## src/rtl/tmr_pkg.sv

```systemverilog
package tmr_pkg;

    typedef enum logic [1:0] {
        ACT_NONE = 2'd0,
        ACT_SET  = 2'd1,
        ACT_CLR  = 2'd2,
        ACT_TGL  = 2'd3
    } act_e;

    typedef enum logic [1:0] {
        WS_UP      = 2'd0,
        WS_UPDN    = 2'd1,
        WS_UP_RC   = 2'd2,
        WS_UPDN_RC = 2'd3
    } wsel_e;

    typedef enum logic [1:0] {
        CS_STOP = 2'd0,
        CS_UP   = 2'd1,
        CS_DOWN = 2'd2
    } cnt_state_e;

    typedef enum logic {
        LVL_LO = 1'b0,
        LVL_HI = 1'b1
    } lvl_e;

    // event source slots, lowest index = highest priority
    localparam int NUM_SRC = 4;
    localparam int SRC_SW  = 0;
    localparam int SRC_EXT = 1;
    localparam int SRC_RC  = 2;
    localparam int SRC_CMP = 3;

endpackage

```

## src/rtl/tmr_clk_sel.sv

```systemverilog
module tmr_clk_sel #(
    parameter int NUM_SEL = 5,
    parameter int SEL_W   = 3
) (
    input  logic             clk,
    input  logic             rst_n,
    input  logic [SEL_W-1:0] sel_i,
    input  logic             run_i,
    input  logic             burst_i,
    output logic             tick_o
);

    // source k>0 divides by 2^(2k-1)
    localparam int PRE_W = (NUM_SEL > 2) ? (2 * NUM_SEL - 3) : 1;

    logic [PRE_W-1:0]   pre_q;
    logic [NUM_SEL-1:0] src;
    logic [SEL_W-1:0]   sel_idx;

    // every source derives from this one register on the rising edge
    always_ff @(posedge clk or negedge rst_n) begin
        if (!rst_n) pre_q <= '0;
        else        pre_q <= pre_q + 1'b1;
    end

    assign src[0] = 1'b1;

    generate
        for (genvar k = 1; k < NUM_SEL; k++) begin : g_src
            assign src[k] = &pre_q[2*k-2:0];
        end
    endgenerate

    always_comb begin
        if (sel_i >= SEL_W'(NUM_SEL)) sel_idx = SEL_W'(NUM_SEL - 1);
        else                          sel_idx = sel_i;
    end

    assign tick_o = src[sel_idx] & run_i & ~burst_i;

endmodule

```

## src/rtl/tmr_cnt_fsm.sv

```systemverilog
module tmr_cnt_fsm
    import tmr_pkg::*;
#(
    parameter int CNT_W = 16
) (
    input  logic             clk,
    input  logic             rst_n,
    input  logic             tick_i,
    input  logic             trig_i,
    input  logic             en_i,
    input  logic             dis_i,
    input  logic             updn_i,
    input  logic             uprc_i,
    input  logic [CNT_W-1:0] top_i,
    input  logic [CNT_W-1:0] rc_i,
    output logic [CNT_W-1:0] count_o,
    output logic             running_o,
    output logic             down_o,
    output logic             pend_o
);

    cnt_state_e       state_q, state_d;
    logic [CNT_W-1:0] count_q, count_d;
    logic             pend_q, pend_d;
    logic             zero_req;

    assign zero_req = trig_i | pend_q;

    // state register
    always_ff @(posedge clk or negedge rst_n) begin
        if (!rst_n) begin
            state_q <= CS_STOP;
            count_q <= '0;
            pend_q  <= 1'b0;
        end else begin
            state_q <= state_d;
            count_q <= count_d;
            pend_q  <= pend_d;
        end
    end

    // next state and count
    always_comb begin
        state_d = state_q;
        count_d = count_q;
        pend_d  = pend_q;
        unique case (state_q)
            CS_STOP: begin
                if (trig_i) pend_d = 1'b1;
                if (en_i)   state_d = CS_UP;
            end
            CS_UP: begin
                if (tick_i) begin
                    if (zero_req) begin
                        count_d = '0;
                        pend_d  = 1'b0;
                    end else if (updn_i && (count_q >= top_i)) begin
                        state_d = CS_DOWN;
                        count_d = (count_q == '0) ? '0 : count_q - 1'b1;
                    end else if (uprc_i && (count_q == rc_i)) begin
                        count_d = '0;
                    end else begin
                        count_d = count_q + 1'b1;
                    end
                end else if (trig_i) begin
                    pend_d = 1'b1;
                end
            end
            CS_DOWN: begin
                if (tick_i) begin
                    if (zero_req) begin
                        count_d = '0;
                        pend_d  = 1'b0;
                        state_d = CS_UP;
                    end else if (count_q == '0) begin
                        count_d = CNT_W'(1);
                        state_d = CS_UP;
                    end else begin
                        count_d = count_q - 1'b1;
                    end
                end else if (trig_i) begin
                    pend_d = 1'b1;
                end
            end
            default: state_d = CS_STOP;
        endcase
        if (dis_i) state_d = CS_STOP;
    end

    // outputs
    always_comb begin
        count_o   = count_q;
        running_o = (state_q != CS_STOP);
        down_o    = (state_q == CS_DOWN);
        pend_o    = pend_q;
    end

    assert_hold_no_tick_R4: assert property (@(posedge clk) disable iff (!rst_n)
        !tick_i |=> $stable(count_q));

    assert_stop_frozen_R2: assert property (@(posedge clk) disable iff (!rst_n)
        (state_q == CS_STOP) |=> $stable(count_q));

    assert_trig_zero_R5: assert property (@(posedge clk) disable iff (!rst_n)
        (tick_i && (trig_i || pend_q)) |=> (count_q == '0));

    assert_trig_up_R9: assert property (@(posedge clk) disable iff (!rst_n)
        (tick_i && (trig_i || pend_q) && !dis_i) |=> (state_q == CS_UP));

    assert_down_step_R8: assert property (@(posedge clk) disable iff (!rst_n)
        (state_q == CS_DOWN && tick_i && !trig_i && !pend_q && count_q != '0)
        |=> (count_q == CNT_W'($past(count_q) - 1'b1)));

endmodule

```

## src/rtl/tmr_wave_out.sv

```systemverilog
module tmr_wave_out
    import tmr_pkg::*;
(
    input  logic               clk,
    input  logic               rst_n,
    input  logic [NUM_SRC-1:0] evt_i,
    input  logic [2*NUM_SRC-1:0] act_i,
    output logic               tio_o
);

    lvl_e lvl_q, lvl_d;
    act_e win;

    // highest priority active source with a real action
    always_comb begin
        win = ACT_NONE;
        for (int i = NUM_SRC - 1; i >= 0; i--) begin
            if (evt_i[i] && (act_e'(act_i[2*i +: 2]) != ACT_NONE))
                win = act_e'(act_i[2*i +: 2]);
        end
    end

    always_ff @(posedge clk or negedge rst_n) begin
        if (!rst_n) lvl_q <= LVL_LO;
        else        lvl_q <= lvl_d;
    end

    always_comb begin
        lvl_d = lvl_q;
        unique case (win)
            ACT_NONE: lvl_d = lvl_q;
            ACT_SET:  lvl_d = LVL_HI;
            ACT_CLR:  lvl_d = LVL_LO;
            ACT_TGL:  lvl_d = (lvl_q == LVL_HI) ? LVL_LO : LVL_HI;
            default:  lvl_d = lvl_q;
        endcase
    end

    assign tio_o = (lvl_q == LVL_HI);

    assert_quiet_hold_R13: assert property (@(posedge clk) disable iff (!rst_n)
        (evt_i == '0) |=> $stable(lvl_q));

    assert_sw_first_R11: assert property (@(posedge clk) disable iff (!rst_n)
        (evt_i[SRC_SW] && act_i[1:0] == 2'd1) |=> (lvl_q == LVL_HI));

endmodule

```

## src/rtl/tmr_wave_channel.sv

```systemverilog
module tmr_wave_channel
    import tmr_pkg::*;
#(
    parameter int CNT_W   = 16,
    parameter int NUM_SEL = 5,
    parameter int SEL_W   = 3
) (
    input  logic             clk,
    input  logic             rst_n,
    input  logic             clk_en_i,
    input  logic             clk_dis_i,
    input  logic             swtrg_i,
    input  logic             ext_evt_i,
    input  logic             burst_i,
    input  logic [SEL_W-1:0] clk_sel_i,
    input  logic             wave_mode_i,
    input  logic [1:0]       wsel_i,
    input  logic [CNT_W-1:0] ra_i,
    input  logic [CNT_W-1:0] rb_i,
    input  logic [CNT_W-1:0] rc_i,
    input  logic [7:0]       act_a_i,
    input  logic [7:0]       act_b_i,
    input  logic             cap_a_i,
    input  logic             cap_b_i,
    output logic [CNT_W-1:0] count_o,
    output logic             dir_down_o,
    output logic             running_o,
    output logic [CNT_W-1:0] cap_ra_o,
    output logic [CNT_W-1:0] cap_rb_o,
    output logic             tioa_o,
    output logic             tiob_o
);

    localparam int NUM_OUT = 2;

    logic             tick;
    logic             running;
    logic             pend;
    logic             sw_acc;
    logic             trig;
    logic             updn, uprc;
    logic [CNT_W-1:0] top;
    logic [CNT_W-1:0] count;
    logic             cmp_a, cmp_b, cmp_c;
    logic             cap_zero;
    logic [CNT_W-1:0] cap_ra_q, cap_rb_q;
    wsel_e            wsel;

    logic [NUM_SRC-1:0]   evt_vec [NUM_OUT];
    logic [2*NUM_SRC-1:0] act_vec [NUM_OUT];
    logic [NUM_OUT-1:0]   tio_vec;

    assign wsel   = wsel_e'(wsel_i);
    assign sw_acc = swtrg_i & running;
    assign trig   = sw_acc | ext_evt_i;
    assign updn   = wave_mode_i & ((wsel == WS_UPDN) | (wsel == WS_UPDN_RC));
    assign uprc   = wave_mode_i & (wsel == WS_UP_RC);
    assign top    = (wsel == WS_UPDN_RC) ? rc_i : '1;

    tmr_clk_sel #(
        .NUM_SEL (NUM_SEL),
        .SEL_W   (SEL_W)
    ) u_clk_sel (
        .clk     (clk),
        .rst_n   (rst_n),
        .sel_i   (clk_sel_i),
        .run_i   (running),
        .burst_i (burst_i),
        .tick_o  (tick)
    );

    tmr_cnt_fsm #(
        .CNT_W (CNT_W)
    ) u_cnt (
        .clk       (clk),
        .rst_n     (rst_n),
        .tick_i    (tick),
        .trig_i    (trig),
        .en_i      (clk_en_i),
        .dis_i     (clk_dis_i),
        .updn_i    (updn),
        .uprc_i    (uprc),
        .top_i     (top),
        .rc_i      (rc_i),
        .count_o   (count),
        .running_o (running),
        .down_o    (dir_down_o),
        .pend_o    (pend)
    );

    // compare events on ticks in waveform mode
    assign cmp_a = wave_mode_i & tick & (count == ra_i);
    assign cmp_b = wave_mode_i & tick & (count == rb_i);
    assign cmp_c = wave_mode_i & tick & (count == rc_i);

    always_comb begin
        evt_vec[0] = '0;
        evt_vec[1] = '0;
        evt_vec[0][SRC_SW]  = wave_mode_i & sw_acc;
        evt_vec[0][SRC_EXT] = wave_mode_i & ext_evt_i;
        evt_vec[0][SRC_RC]  = cmp_c;
        evt_vec[0][SRC_CMP] = cmp_a;
        evt_vec[1][SRC_SW]  = wave_mode_i & sw_acc;
        evt_vec[1][SRC_EXT] = wave_mode_i & ext_evt_i;
        evt_vec[1][SRC_RC]  = cmp_c;
        evt_vec[1][SRC_CMP] = cmp_b;
        act_vec[0] = act_a_i;
        act_vec[1] = act_b_i;
    end

    generate
        for (genvar o = 0; o < NUM_OUT; o++) begin : g_out
            tmr_wave_out u_out (
                .clk   (clk),
                .rst_n (rst_n),
                .evt_i (evt_vec[o]),
                .act_i (act_vec[o]),
                .tio_o (tio_vec[o])
            );
        end
    endgenerate

    // capture registers
    assign cap_zero = pend | trig;

    always_ff @(posedge clk or negedge rst_n) begin
        if (!rst_n) begin
            cap_ra_q <= '0;
            cap_rb_q <= '0;
        end else if (!wave_mode_i) begin
            if (cap_a_i) cap_ra_q <= cap_zero ? '0 : count;
            if (cap_b_i) cap_rb_q <= cap_zero ? '0 : count;
        end
    end

    assign count_o   = count;
    assign running_o = running;
    assign cap_ra_o  = cap_ra_q;
    assign cap_rb_o  = cap_rb_q;
    assign tioa_o    = tio_vec[0];
    assign tiob_o    = tio_vec[1];

    assert_cap_zero_R6: assert property (@(posedge clk) disable iff (!rst_n)
        (cap_a_i && !wave_mode_i && (pend || trig)) |=> (cap_ra_o == '0));

    assert_cap_mode_R13: assert property (@(posedge clk) disable iff (!rst_n)
        wave_mode_i |=> ($stable(cap_ra_o) && $stable(cap_rb_o)));

endmodule

```

## config.mk

```make
export PLATFORM = sky130hd
export DESIGN_NAME = tmr_wave_channel
export DESIGN_NICKNAME = d
export VERILOG_FILES = /design/src/rtl/tmr_pkg.sv /design/src/rtl/tmr_clk_sel.sv /design/src/rtl/tmr_cnt_fsm.sv /design/src/rtl/tmr_wave_out.sv /design/src/rtl/tmr_wave_channel.sv
export SDC_FILE = /design/constraint.sdc
export NUM_CORES = 1
export LEC_CHECK = 0
export BUFFER_PORTS_ARGS = -buffer_cell sky130_fd_sc_hd__buf_2
export CAP_MARGIN = 20
export CORE_MARGIN = 3
export CORE_UTILIZATION = 25
export CTS_CLUSTER_SIZE = 30
export DETAILED_ROUTE_END_ITERATION = 12
export GPL_ROUTABILITY_DRIVEN = 0
export GPL_TIMING_DRIVEN = 0
export PLACE_DENSITY = 0.51
export SLEW_MARGIN = 30
export SYNTH_ARGS = -nofsm -noshare
export SYNTH_HDL_FRONTEND = slang
export SYNTH_SLANG_ARGS = --single-unit
```

## constraint.sdc

```tcl
create_clock -name clk -period 2.4 [get_ports clk]
set_input_delay 0.36 -clock clk [delete_from_list [all_inputs] [get_ports clk]]
set_output_delay 0.36 -clock clk [all_outputs]
set_load 0.02 [all_outputs]
```

==> qor.json <==
{
  "initialDrtViolationCount": {"value": 312},
  "mappedNetlistArea": {"value": 0.00452, "unit": "mm²"},
  "layout.cell_area.non_filler": {"value": 0.00673, "unit": "mm²"},
  "reg2regPathDepth": {"value": 10},
  "power_report.internal_total": {"value": 0.00253, "unit": "W"},
  "switching_share": {"value": 36.3, "unit": "%"},
  "timing.critical_path.to_type": {"value": "flip-flop"},
  "worst_setup_hold_path_clk_slew": {"value": 0.06, "unit": "ns"},
  "max-slew-margin-rel": {"value": 43.6, "unit": "%"},
  "vias_in_the_first_global_route": {"value": 4775},
  "ys_warn_count": {"value": 0},
  "synth_most_common_cell": {"value": "nand2_1"},
  "power.switching": {"value": 0.00144, "unit": "W"},
  "grt_pass1_wl": {"value": 27.4, "unit": "mm"},
  "std_cell_rows": {"value": 48},
  "sequentialPowerShare": {"value": 29.0, "unit": "%"},
  "critical_path_required": {"value": 2.63, "unit": "ns"},
  "worst_hold_path.num_cells": {"value": 2},
  "syn2layout_area_growth": {"value": 48.8, "unit": "%"},
  "timing.critical_path.max_delay_family": {"value": "compound AO/OA/AOI/OAI gates"},
  "finalHoldWorstSlack": {"value": 0.195, "unit": "ns"},
  "critPathMaxFanout": {"value": 8},
  "clock.fmax": {"value": 380, "unit": "MHz"},
  "remaining_drc_errors": {"value": 0},
  "die-height": {"value": 141, "unit": "µm"},
  "yosysTopAreaCellShare": {"value": 33.2, "unit": "%"},
  "core_region_area": {"value": 0.0175, "unit": "mm²"},
  "rsz0062_at_grt": {"value": "yes"},
  "critPathLaunchType": {"value": "flip-flop"},
  "drive_gt1_share": {"value": 39.1, "unit": "%"},
  "worst_r2r_endpoint": {"value": "u_cnt.count_o[8]"},
  "finClkSkew": {"value": 0.00709, "unit": "ns"},
  "maximum_clock_insertion_buffer_count": {"value": 2},
  "synth_top_cells_by_count": {"value": "nand2_1 (81), dfrtp_1 (60), o21ai_0 (48)"},
  "clk_lat_worst_skew": {"value": 0.34, "unit": "ns"},
  "power.density": {"value": 590, "unit": "mW/mm²"},
  "tightestPinTransition": {"value": 0.846, "unit": "ns"},
  "critical_path_buf_inv_count": {"value": 2},
  "initial_utilization": {"value": 25.9, "unit": "%"},
  "slowest_delay": {"value": 0.43, "unit": "ns"},
  "cts_tree": {"value": "built"},
  "cpMaxStageDelayCell": {"value": "dfrtp_2"},
  "timing.final.setup_violations": {"value": 15},
  "post_synthesis_net_count": {"value": 644},
  "period_share": {"value": 110, "unit": "%"},
  "timing.reg2reg.setup_slack": {"value": -0.23, "unit": "ns"},
  "num-nets-final": {"value": 827},
  "ant_nets": {"value": 0},
  "sequential_share_of_the_synthesized_area": {"value": 33.2, "unit": "%"},
  "drv_slew": {"value": 0},
  "worstHoldEndpoint": {"value": "u_cnt.state_q[1]"},
  "hold_path.class": {"value": "in -> reg"},
  "total_half_perimeter_wirelength_after_legalization_and_detailed_placement": {"value": 12.8, "unit": "mm"},
  "design.portCount": {"value": 131},
  "pwr-share-comb": {"value": 35.7, "unit": "%"},
  "clock_power_share": {"value": 35.4, "unit": "%"},
  "clock_tree.root_cell": {"value": "clkbuf_16"},
  "synth_seq_cells": {"value": 60},
  "htreeDepth": {"value": 3},
  "failed_checks": {"value": "setup timing"},
  "place_area": {"value": 0.00555, "unit": "mm²"},
  "vdd_ir_drop_max": {"value": 0.387, "unit": "mV"},
  "number_of_sinks_handled_by_clock_tree_synthesis": {"value": 60},
  "outcome": {"value": "finished with violations"},
  "viasPerCell": {"value": 5.16},
  "die-area": {"value": 0.0197, "unit": "mm²"},
  "timing_worst_setup_path_type": {"value": "reg -> reg"},
  "timing.critical_path.cells": {"value": "buf_12, inv_8, ha_4, or3b_1, o2111ai_2, a31o_4, a21oi_4, or3_4, o311a_1, o211ai_1"},
  "num-fill-cells": {"value": 1760},
  "max_cap_viol_count": {"value": 0},
  "p_leak": {"value": 3.09, "unit": "nW"},
  "routedWlPerCell": {"value": 19.0, "unit": "µm"},
  "place.port_buffers": {"value": 129},
  "fin_util": {"value": 38.5, "unit": "%"},
  "cts_buffers": {"value": 9},
  "grt_max_degree": {"value": 37},
  "ranking_of_synthesized_cells_by_area": {"value": "dfrtp_1 (33%), xor2_1 (8.7%), ha_1 (7.5%)"},
  "yosysUniqueCellTypes": {"value": 69},
  "grt_overflow": {"value": 0},
  "vias": {"value": 4906},
  "async_flop_share": {"value": 100, "unit": "%"},
  "routed_wl": {"value": 18.1, "unit": "mm"},
  "synth_edf_count": {"value": 0},
  "floorplan.die.width": {"value": 141, "unit": "µm"},
  "hold_path_startpoint": {"value": "clk_dis_i"},
  "worstPathArrival": {"value": 2.86, "unit": "ns"},
  "hold_viol_final": {"value": 0},
  "period_minus_slack": {"value": 2.63, "unit": "ns"},
  "synth.largest_area_cell": {"value": "dfrtp_1"},
  "synthesis.area_per_instance": {"value": 8.41, "unit": "µm²"},
  "worst_r2r_startpoint": {"value": "u_cnt.count_o[0]"},
  "synthCells": {"value": 538},
  "post-route-worst-setup-slack": {"value": -0.235, "unit": "ns"},
  "dr.pass1.iters": {"value": 4},
  "dominantRegCellSynth": {"value": "dfrtp_1"},
  "grt_use_total": {"value": 17.7, "unit": "%"},
  "initial_antenna_violation_count": {"value": 0},
  "insertedDiodeCount": {"value": 0}
}
-- cells in the final DEF (no fill, tap or decap), types with 11 or more instances in the layout --
master	count
clkbuf_1	11
dfrtp_1	57
nand3_1	12
xnor2_1	13
nand2_1	77
buf_2	129
nor2_1	28
a21oi_1	11
ha_1	22
o21ai_0	41
nand4_1	12
buf_6	12
xor2_1	45
buf_4	44
-- through the flow --
| stage | worst slack [ns] | total power [W] | setup TNS (ns) | instances |
|---|---|---|---|---|
| 4_1_cts | -0.221 | 0.00389 | -1.57 | 935 |
| 3_3_place_gp | -0.718 | 0.00233 | -11.41 | 892 |
| 2_1_floorplan | -0.150 | 0.00191 | -0.704 | 538 |
| 6_report | -0.235 | 0.00397 | -2.22 | 951 |
| 3_5_place_dp | -0.725 | 0.00234 | -12.05 | 893 |
| 5_1_grt | -0.296 | 0.00417 | -3.39 | 951 |
-- power groups by stage --
stage          combinational [W]  sequential [W]  clock, W
2_1_floorplan           0.000696         0.00121         0
3_3_place_gp             0.00116         0.00117         0
3_5_place_dp             0.00117         0.00117         0
4_1_cts                  0.00131         0.00115   0.00144
5_1_grt                  0.00153         0.00116   0.00148
6_report                 0.00141         0.00115   0.00140
-- area by class of cell --
cell class / instances / area, µm² / area share [%]
Tap cell: 225 / 282 / 4.18
Clock buffer: 10 / 229 / 3.40
Buffer: 34 / 248 / 3.68
Timing Repair Buffer: 174 / 1040 / 15.4
Sequential cell: 60 / 1510 / 22.4
Multi-Input combinational cell: 432 / 3300 / 49.0
Clock inverter: 6 / 88.8 / 1.32
Inverter: 10 / 45.0 / 0.669
-- logic make-up after synthesis --
| group | Yosys count | share of synthesized area [%] |
|---|---|---|
| multiplexers | 3 | 0.664 |
| adder cells (fa/ha/maj) | 27 | 7.47 |
| AO/OA/AOI/OAI | 131 | 19.6 |
| flip-flops | 60 | 33.2 |
| buffers and inverters | 46 | 4.29 |
| AND/OR/NAND/NOR | 213 | 23.6 |
| XOR/XNOR | 58 | 11.2 |
-- routing by layer --
| metal | track usage, % | wire length, µm |
|---|---|---|
| met3 | 4.06 | 1490 |
| met2 | 27.1 | 8110 |
| met1 | 24.6 | 8020 |
| met4 | 5.46 | 452 |
| met5 | 0 | 0 |
-- timing repair --
action / CTS / global route
resized for setup: 69 / 61
hold buffers: 1 / 0
pin swaps: 32 / 30
hold endpoints to repair: 24 / 0
gates cloned: 0 / 1
setup endpoints to repair: 38 / 32
setup buffers: 25 / 18
-- state kept, by name, summed over array words and instances (netlist names) --
signal / flops
u_cnt.state_q: 2
u_cnt.pend_o: 1
u_cnt.count_o: 16
cap_ra_o: 16
cap_rb_o: 16
u_clk_sel.pre_q: 7
g_out.u_out.tio_o: 2
-- worst max-delay path by stage --
stage	endpoint	slack (ns)	start	cells after the start
floorplan	u_cnt.count_o[8]	-0.15	wsel_i[1]	11
CTS	u_cnt.count_o[8]	-0.22	u_cnt.count_o[0]	11
finish	u_cnt.count_o[8]	-0.23	u_cnt.count_o[0]	10
detailed placement	u_cnt.count_o[13]	-0.73	wsel_i[0]	12
global placement	u_cnt.count_o[13]	-0.72	wsel_i[0]	12
global route	u_cnt.count_o[8]	-0.30	u_cnt.state_q[1]	10
No activity file was read; power rests on OpenSTA's default activity.
